==> src/rtl/lnk_lat_pkg.sv <==
// Shared types and helpers for the latency measurement timer.
// Assumes the model clock is the serial bit clock; all periods are in its cycles.
package lnk_lat_pkg;

    localparam int PH_W     = 7;   // wide enough for the largest period (64)
    localparam int BYTE_DIV = 20;  // byte clock runs at bit rate / 20

    typedef enum logic [1:0] {
        RATE_FULL    = 2'd0,
        RATE_HALF    = 2'd1,
        RATE_QUARTER = 2'd2,
        RATE_EIGHTH  = 2'd3
    } rate_e;

    typedef struct packed {
        rate_e      rate;
        logic       src;   // 0 high-speed, 1 byte clock
        logic [1:0] div;   // prescaler exponent
    } lat_cfg_t;

    // Tick period in model clock cycles for a given configuration.
    function automatic logic [PH_W-1:0] period_of(lat_cfg_t c);
        logic [PH_W-1:0] base;
        if (c.src) begin
            return PH_W'(BYTE_DIV);
        end
        base = PH_W'(8) >> c.rate;
        return base << c.div;
    endfunction

endpackage

==> src/rtl/lnk_lat_cfg.sv <==
// Configuration holding register.
// Writes while idle go straight to the active set; writes during a measurement
// are parked and promoted when the measurement ends (stop accepted or overflow).
// Assumes busy and fin come from the counter in the same clock domain.
module lnk_lat_cfg
    import lnk_lat_pkg::*;
(
    input  logic     clk,
    input  logic     rst_n,
    input  logic     wr,
    input  lat_cfg_t wr_cfg,
    input  logic     busy,
    input  logic     fin,
    output lat_cfg_t active
);

    lat_cfg_t held;
    logic     held_v;

    // Update the active and parked configuration sets.
    always_ff @(posedge clk) begin
        if (!rst_n) begin
            active <= '{rate: RATE_FULL, src: 1'b0, div: 2'd0};
            held   <= '{rate: RATE_FULL, src: 1'b0, div: 2'd0};
            held_v <= 1'b0;
        end else if (!busy) begin
            if (wr) begin
                active <= wr_cfg;
            end
            held_v <= 1'b0;
        end else begin
            if (fin) begin
                if (wr) begin
                    active <= wr_cfg;
                end else if (held_v) begin
                    active <= held;
                end
                held_v <= 1'b0;
            end else if (wr) begin
                held   <= wr_cfg;
                held_v <= 1'b1;
            end
        end
    end

    // settings must not move while a measurement stays armed
    p_cfg_hold_r10: assert property (@(posedge clk) disable iff (!rst_n)
        (busy && $past(busy)) |-> $stable(active));

endmodule

==> src/rtl/lnk_lat_tick.sv <==
// Tick enable generator.
// Produces a one-cycle enable every period_of(cfg) cycles while armed, with
// phase zeroed by each start so the first tick lands a full period later.
module lnk_lat_tick
    import lnk_lat_pkg::*;
(
    input  logic     clk,
    input  logic     rst_n,
    input  lat_cfg_t cfg,
    input  logic     start,
    input  logic     busy,
    output logic     tick
);

    logic [PH_W-1:0] phase;
    logic [PH_W-1:0] period;
    logic            wrap;

    // Derive the period and the wrap point of the phase counter.
    always_comb begin
        period = period_of(cfg);
        wrap   = (phase == period - PH_W'(1));
        tick   = busy && !start && wrap;
    end

    // Advance the phase counter while armed; restart on start.
    always_ff @(posedge clk) begin
        if (!rst_n) begin
            phase <= '0;
        end else if (start) begin
            phase <= '0;
        end else if (busy) begin
            phase <= wrap ? '0 : phase + PH_W'(1);
        end
    end

    // phase never runs past the configured period while armed
    p_phase_bound_r2: assert property (@(posedge clk) disable iff (!rst_n)
        busy |-> (phase < period));

    // byte source ticks no faster than every 20 cycles
    p_byte_gap_r3: assert property (@(posedge clk) disable iff (!rst_n)
        (tick && cfg.src) |=> !tick);

endmodule

==> src/rtl/lnk_lat_count.sv <==
// Measurement counter and result register.
// start clears and arms; ticks increment; stop latches count (including a tick
// on the same edge) and pulses done; reaching all-ones ends the run with a
// sticky overflow instead.
module lnk_lat_count #(
    parameter int CNT_W = 20
) (
    input  logic             clk,
    input  logic             rst_n,
    input  logic             start,
    input  logic             stop,
    input  logic             tick,
    output logic             busy,
    output logic             fin,
    output logic [CNT_W-1:0] result,
    output logic             done,
    output logic             ovf
);

    localparam logic [CNT_W-1:0] CNT_MAX  = '1;
    localparam logic [CNT_W-1:0] CNT_LAST = CNT_W'(CNT_MAX - 1);

    logic [CNT_W-1:0] cnt;
    logic [CNT_W-1:0] cnt_nxt;
    logic             hit_max;
    logic             stop_ok;

    // Next count and end-of-measurement decode.
    always_comb begin
        cnt_nxt = cnt + {{(CNT_W-1){1'b0}}, tick};
        hit_max = busy && !start && tick && (cnt == CNT_LAST);
        stop_ok = busy && !start && stop && !hit_max;
        fin     = hit_max || stop_ok;
    end

    // Run the measurement state, count, result and flags.
    always_ff @(posedge clk) begin
        if (!rst_n) begin
            busy   <= 1'b0;
            cnt    <= '0;
            result <= '0;
            done   <= 1'b0;
            ovf    <= 1'b0;
        end else begin
            done <= 1'b0;
            if (start) begin
                busy <= 1'b1;
                cnt  <= '0;
                ovf  <= 1'b0;
            end else if (hit_max) begin
                busy   <= 1'b0;
                cnt    <= CNT_MAX;
                result <= CNT_MAX;
                ovf    <= 1'b1;
            end else if (stop_ok) begin
                busy   <= 1'b0;
                result <= cnt_nxt;
                done   <= 1'b1;
            end else if (busy) begin
                cnt <= cnt_nxt;
            end
        end
    end

    // done is a single-cycle pulse
    p_done_pulse_r5: assert property (@(posedge clk) disable iff (!rst_n)
        done |=> !done);

    // done only follows a sampled stop
    p_done_cause_r6: assert property (@(posedge clk) disable iff (!rst_n)
        done |-> $past(stop));

    // overflow stays set until a start
    p_ovf_sticky_r8: assert property (@(posedge clk) disable iff (!rst_n)
        (ovf && !start) |=> ovf);

    // result moves only with done or a fresh overflow
    p_result_stable_r7: assert property (@(posedge clk) disable iff (!rst_n)
        !$stable(result) |-> (done || $rose(ovf)));

endmodule

==> src/rtl/lnk_lat_timer.sv <==
// Top level of the serial-link latency measurement timer.
// Wires configuration holding, tick generation and counting together.
// Assumes clk is the serial bit clock and all strobes are synchronous to it.
module lnk_lat_timer
    import lnk_lat_pkg::*;
#(
    parameter int CNT_W = 20
) (
    input  logic             clk,
    input  logic             rst_n,
    input  logic             cfg_wr,
    input  logic [1:0]       cfg_rate,
    input  logic             cfg_src,
    input  logic [1:0]       cfg_div,
    input  logic             start,
    input  logic             stop,
    output logic [CNT_W-1:0] result,
    output logic             done,
    output logic             ovf
);

    lat_cfg_t wr_cfg;
    lat_cfg_t act_cfg;
    logic     busy;
    logic     fin;
    logic     tick;

    // Pack the configuration inputs.
    always_comb begin
        wr_cfg.rate = rate_e'(cfg_rate);
        wr_cfg.src  = cfg_src;
        wr_cfg.div  = cfg_div;
    end

    lnk_lat_cfg u_cfg (
        .clk    (clk),
        .rst_n  (rst_n),
        .wr     (cfg_wr),
        .wr_cfg (wr_cfg),
        .busy   (busy),
        .fin    (fin),
        .active (act_cfg)
    );

    lnk_lat_tick u_tick (
        .clk   (clk),
        .rst_n (rst_n),
        .cfg   (act_cfg),
        .start (start),
        .busy  (busy),
        .tick  (tick)
    );

    lnk_lat_count #(.CNT_W(CNT_W)) u_count (
        .clk    (clk),
        .rst_n  (rst_n),
        .start  (start),
        .stop   (stop),
        .tick   (tick),
        .busy   (busy),
        .fin    (fin),
        .result (result),
        .done   (done),
        .ovf    (ovf)
    );

endmodule

==> config.mk <==
export PLATFORM = sky130hd
export DESIGN_NAME = lnk_lat_timer
export DESIGN_NICKNAME = d
export VERILOG_FILES = /design/src/rtl/lnk_lat_pkg.sv /design/src/rtl/lnk_lat_cfg.sv /design/src/rtl/lnk_lat_tick.sv /design/src/rtl/lnk_lat_count.sv /design/src/rtl/lnk_lat_timer.sv
export SDC_FILE = /design/constraint.sdc
export NUM_CORES = 1
export LEC_CHECK = 0
export ABC_AREA = 1
export BUFFER_PORTS_ARGS = -buffer_cell sky130_fd_sc_hd__buf_2
export CAP_MARGIN = 30
export CORE_ASPECT_RATIO = 0.75
export CORE_MARGIN = 8
export CORE_UTILIZATION = 32
export CTS_BUF_LIST = sky130_fd_sc_hd__clkbuf_2
export DETAILED_ROUTE_END_ITERATION = 10
export GPL_TIMING_DRIVEN = 0
export SLEW_MARGIN = 20
export SYNTH_ARGS = -nofsm -noshare
export SYNTH_HDL_FRONTEND = slang
export SYNTH_SLANG_ARGS = --single-unit
==> constraint.sdc <==
create_clock -name clk -period 5 [get_ports clk]
set_clock_uncertainty 0.2 [all_clocks]
set_input_delay 0.25 -clock clk [delete_from_list [all_inputs] [get_ports clk]]
set_output_delay 0.25 -clock clk [all_outputs]
set_load 0.005 [all_outputs]
==> flow_metrics.env <==
export IMPL_grt_pass1_vias=2856
export IMPL_yosysTopAreaCell="dfxtp_1"
export IMPL_cp_end_kind="flip-flop"
export IMPL_switching_share_pct=27.8
export IMPL_die_h_um=102
export IMPL_finalSetupViolCount=0
export IMPL_grt_ovfl_total=0
export IMPL_maxSlewHeadroom_pct=49.4
export IMPL_period_needed_ps=4450
export IMPL_fin_crit_sh_pct=89.1
export IMPL_layout_drive_gt1_share_pct=14.2
export IMPL_synthTopCellsByArea="dfxtp_1 (39%), nand2_1 (12%), nor2_1 (12%)"
export IMPL_grt_max_degree=11
export IMPL_insertion_delay_ps=500
export IMPL_antenna_cells=0
export IMPL_cts_tree="yes"
export IMPL_route_vias_total=2981
export IMPL_htreeDepth=3
export IMPL_dpl_cell_count=629
export IMPL_p_comb_share_pct=15.6
export IMPL_rsz0062_at_grt="false"
export IMPL_criticalPathCategory="reg -> reg"
export IMPL_clockBufferDepth=2
export IMPL_path_clk_slew_ps=170
export IMPL_chipWidth_um=130
export IMPL_cap_violations=0
export IMPL_first_pass_iters=4
export IMPL_rows=31
export IMPL_routed_wirelength_mm=7.77
export IMPL_switchingPower_uw=304
export IMPL_mostFrequentLayoutCell="nand2_1"
export IMPL_ys_flop_type="dfxtp_1"
export IMPL_power_density_nw_per_um2=295
export IMPL_slew_viol_final=0
export IMPL_drt_initial_drc_count=156
export IMPL_drc=0
export IMPL_synth_warnings=0
export IMPL_internal_power_uw=788
export IMPL_io_buffers=31
export IMPL_dp_hpwl_mm=5.87
export IMPL_finish_instance_area_um2=3700
export IMPL_critPathMaxFanout=6
export IMPL_final_nets=531
export IMPL_cts_buffers=9
export IMPL_ctsHoldBuffers=9
export IMPL_power_leakage_nw=1.73
export IMPL_cp_arrival_ps=4710
export IMPL_dieArea_um2=13300
export IMPL_area_delta_synth_final_pct=18.0
export IMPL_final_antenna_net_count=0
export IMPL_viasPerCell=4.56
export IMPL_synth_seq_cells=61
export IMPL_worst_pin_slew_ps=752
export IMPL_netlist_instances=466
export IMPL_final_cell_mix="nand2_1 (103), nor2_1 (100), dfxtp_1 (61)"
export IMPL_final_cells=654
export IMPL_coreArea_um2=9580
export IMPL_peakVddDrop_uv=109
export IMPL_start_kind="flip-flop"
export IMPL_synth_nets=480
export IMPL_yosysSeqAreaShare_pct=38.9
export IMPL_fin_util_pct=38.6
export IMPL_clock_power_share_pct=36.6
export IMPL_critical_path_required_ps=5250
export IMPL_place_area_um2=3460
export IMPL_cts_setup_buffers=0
export IMPL_grt_pass1_wl_mm=13.2
export IMPL_synth_edf_count=0
export IMPL_cts_sinks=61
export IMPL_setup_tns_final_ps=0
export IMPL_cts_root_buf="clkbuf_2"
export IMPL_max_freq_mhz=225
export IMPL_post_cts_resized=0
export IMPL_start_util_pct=32.8
export IMPL_grt_use_total_pct=12.8
export IMPL_status="complete, no violations"
export IMPL_antenna_found_initial=0
export IMPL_postSynthAreaPerCell_um2=6.73
export IMPL_synth_distinct_cells=33
export IMPL_n_fill_cell=1048
export IMPL_wl_per_cell_um=11.9
export IMPL_hp_class="reg -> reg"
export IMPL_syn_area_um2=3140
export IMPL_finalHoldViolCount=0
export IMPL_synth_async_reset_ratio_pct=0
export IMPL_netlist_area_leader_share_pct=38.9
export IMPL_ioPinCount=32
export IMPL_pwr_share_seq_pct=47.9
export IMPL_gp_congestion=0.831
-- state kept, by name (all words and copies together) (netlist names) --
name / count
u_count.cnt: 20
u_cfg.held_v: 1
u_tick.phase: 7
u_cfg.held: 5
u_count.result: 20
u_cfg.active: 5
u_count.ovf: 1
u_count.busy: 1
u_count.done: 1
-- per-stage QoR --
stage | power [mW] | setup WS, ps | hold WS (ps)
global placement | 0.694 | 692 | 239
CTS | 1.11 | 539 | 273
floorplan | 0.653 | 1250 | 174
finish | 1.09 | 546 | 270
global route | 1.16 | 14.2 | 291
detailed placement | 0.697 | 603 | 251
-- cell families (layout without fill, tap and decap cells) --
| family | count (synthesis) | count (layout) | share of synthesized area [%] |
|---|---|---|---|
| flops | 61 | 61 | 38.9 |
| fa+ha+maj | 4 | 4 | 1.59 |
| simple gates | 262 | 262 | 35.6 |
| xor+xnor | 23 | 23 | 6.66 |
| compound gates | 57 | 57 | 9.45 |
| buf+inv | 59 | 115 | 7.81 |
-- Yosys cell counts (6+ instances only) --
cell type / n
nand4_1: 6
nand3_1: 30
xor2_1: 19
a21oi_1: 13
nor2_1: 100
o21ai_1: 21
nand2_1: 103
o21ai_0: 19
inv_2: 6
buf_2: 6
nor3_1: 6
inv_1: 39
dfxtp_1: 61
-- power by group through the flow --
| stage | sequential (mW) | clock [mW] | combinational, mW |
|---|---|---|---|
| after floorplan | 0.531 | 0 | 0.122 |
| after global placement | 0.533 | 0 | 0.161 |
| after detailed placement | 0.533 | 0 | 0.164 |
| after CTS | 0.523 | 0.414 | 0.171 |
| after global routing | 0.527 | 0.433 | 0.197 |
| final | 0.523 | 0.399 | 0.170 |
-- critical path: stages (launching register included) --
cell,delay [ps]
dfxtp_1,460
nand2_1,130
nor2_1,140
nand2_1,90
ha_1,260
xor2_1,190
nand3b_1,130
nand2_1,50
nor2_1,90
nand3_1,90
nor2_2,210
nand2_1,100
nor2_1,90
inv_1,60
nor2_1,100
ha_1,180
ha_1,180
inv_1,50
nor2_1,160
nand3_1,140
nor2_1,190
nand3_1,180
nor3_2,230
nand3_1,160
nor2_1,140
xor2_1,190
o21ai_0,110
nor2_1,110
-- layer usage --
metal / track usage [%] / wire length [um] / share of wire [%]
met4: 4.49 / 116 / 1.5
met1: 15.8 / 3870 / 50
met2: 20.3 / 3420 / 44
met5: 0 / 0 / 0
met3: 4.31 / 365 / 4.7
-- final timing paths --
kind                                      start  slack, ps  cells after the start         endpoint
worst max-delay path            u_cfg.active[4]        550                     27  u_count.cnt[18]
worst max register to register  u_cfg.active[4]        550                     27  u_count.cnt[18]
worst min-delay path                u_count.ovf        270                      2      u_count.ovf
worst min register to register      u_count.ovf        270                      2      u_count.ovf
-- cell type report --
cell class                 count  area [um^2]  share of cell area, %
multi-input combinational    346         1670                   45.2
sequential                    61         1220                   33.0
timing repair buffer          40          245                   6.62
inverter                      46          174                   4.70
tap                          132          165                   4.46
clock inverter                 5         98.8                   2.67
buffer                        13         71.3                   1.93
clock buffer                  11         55.1                   1.49
(Power assumes the default switching activity.)
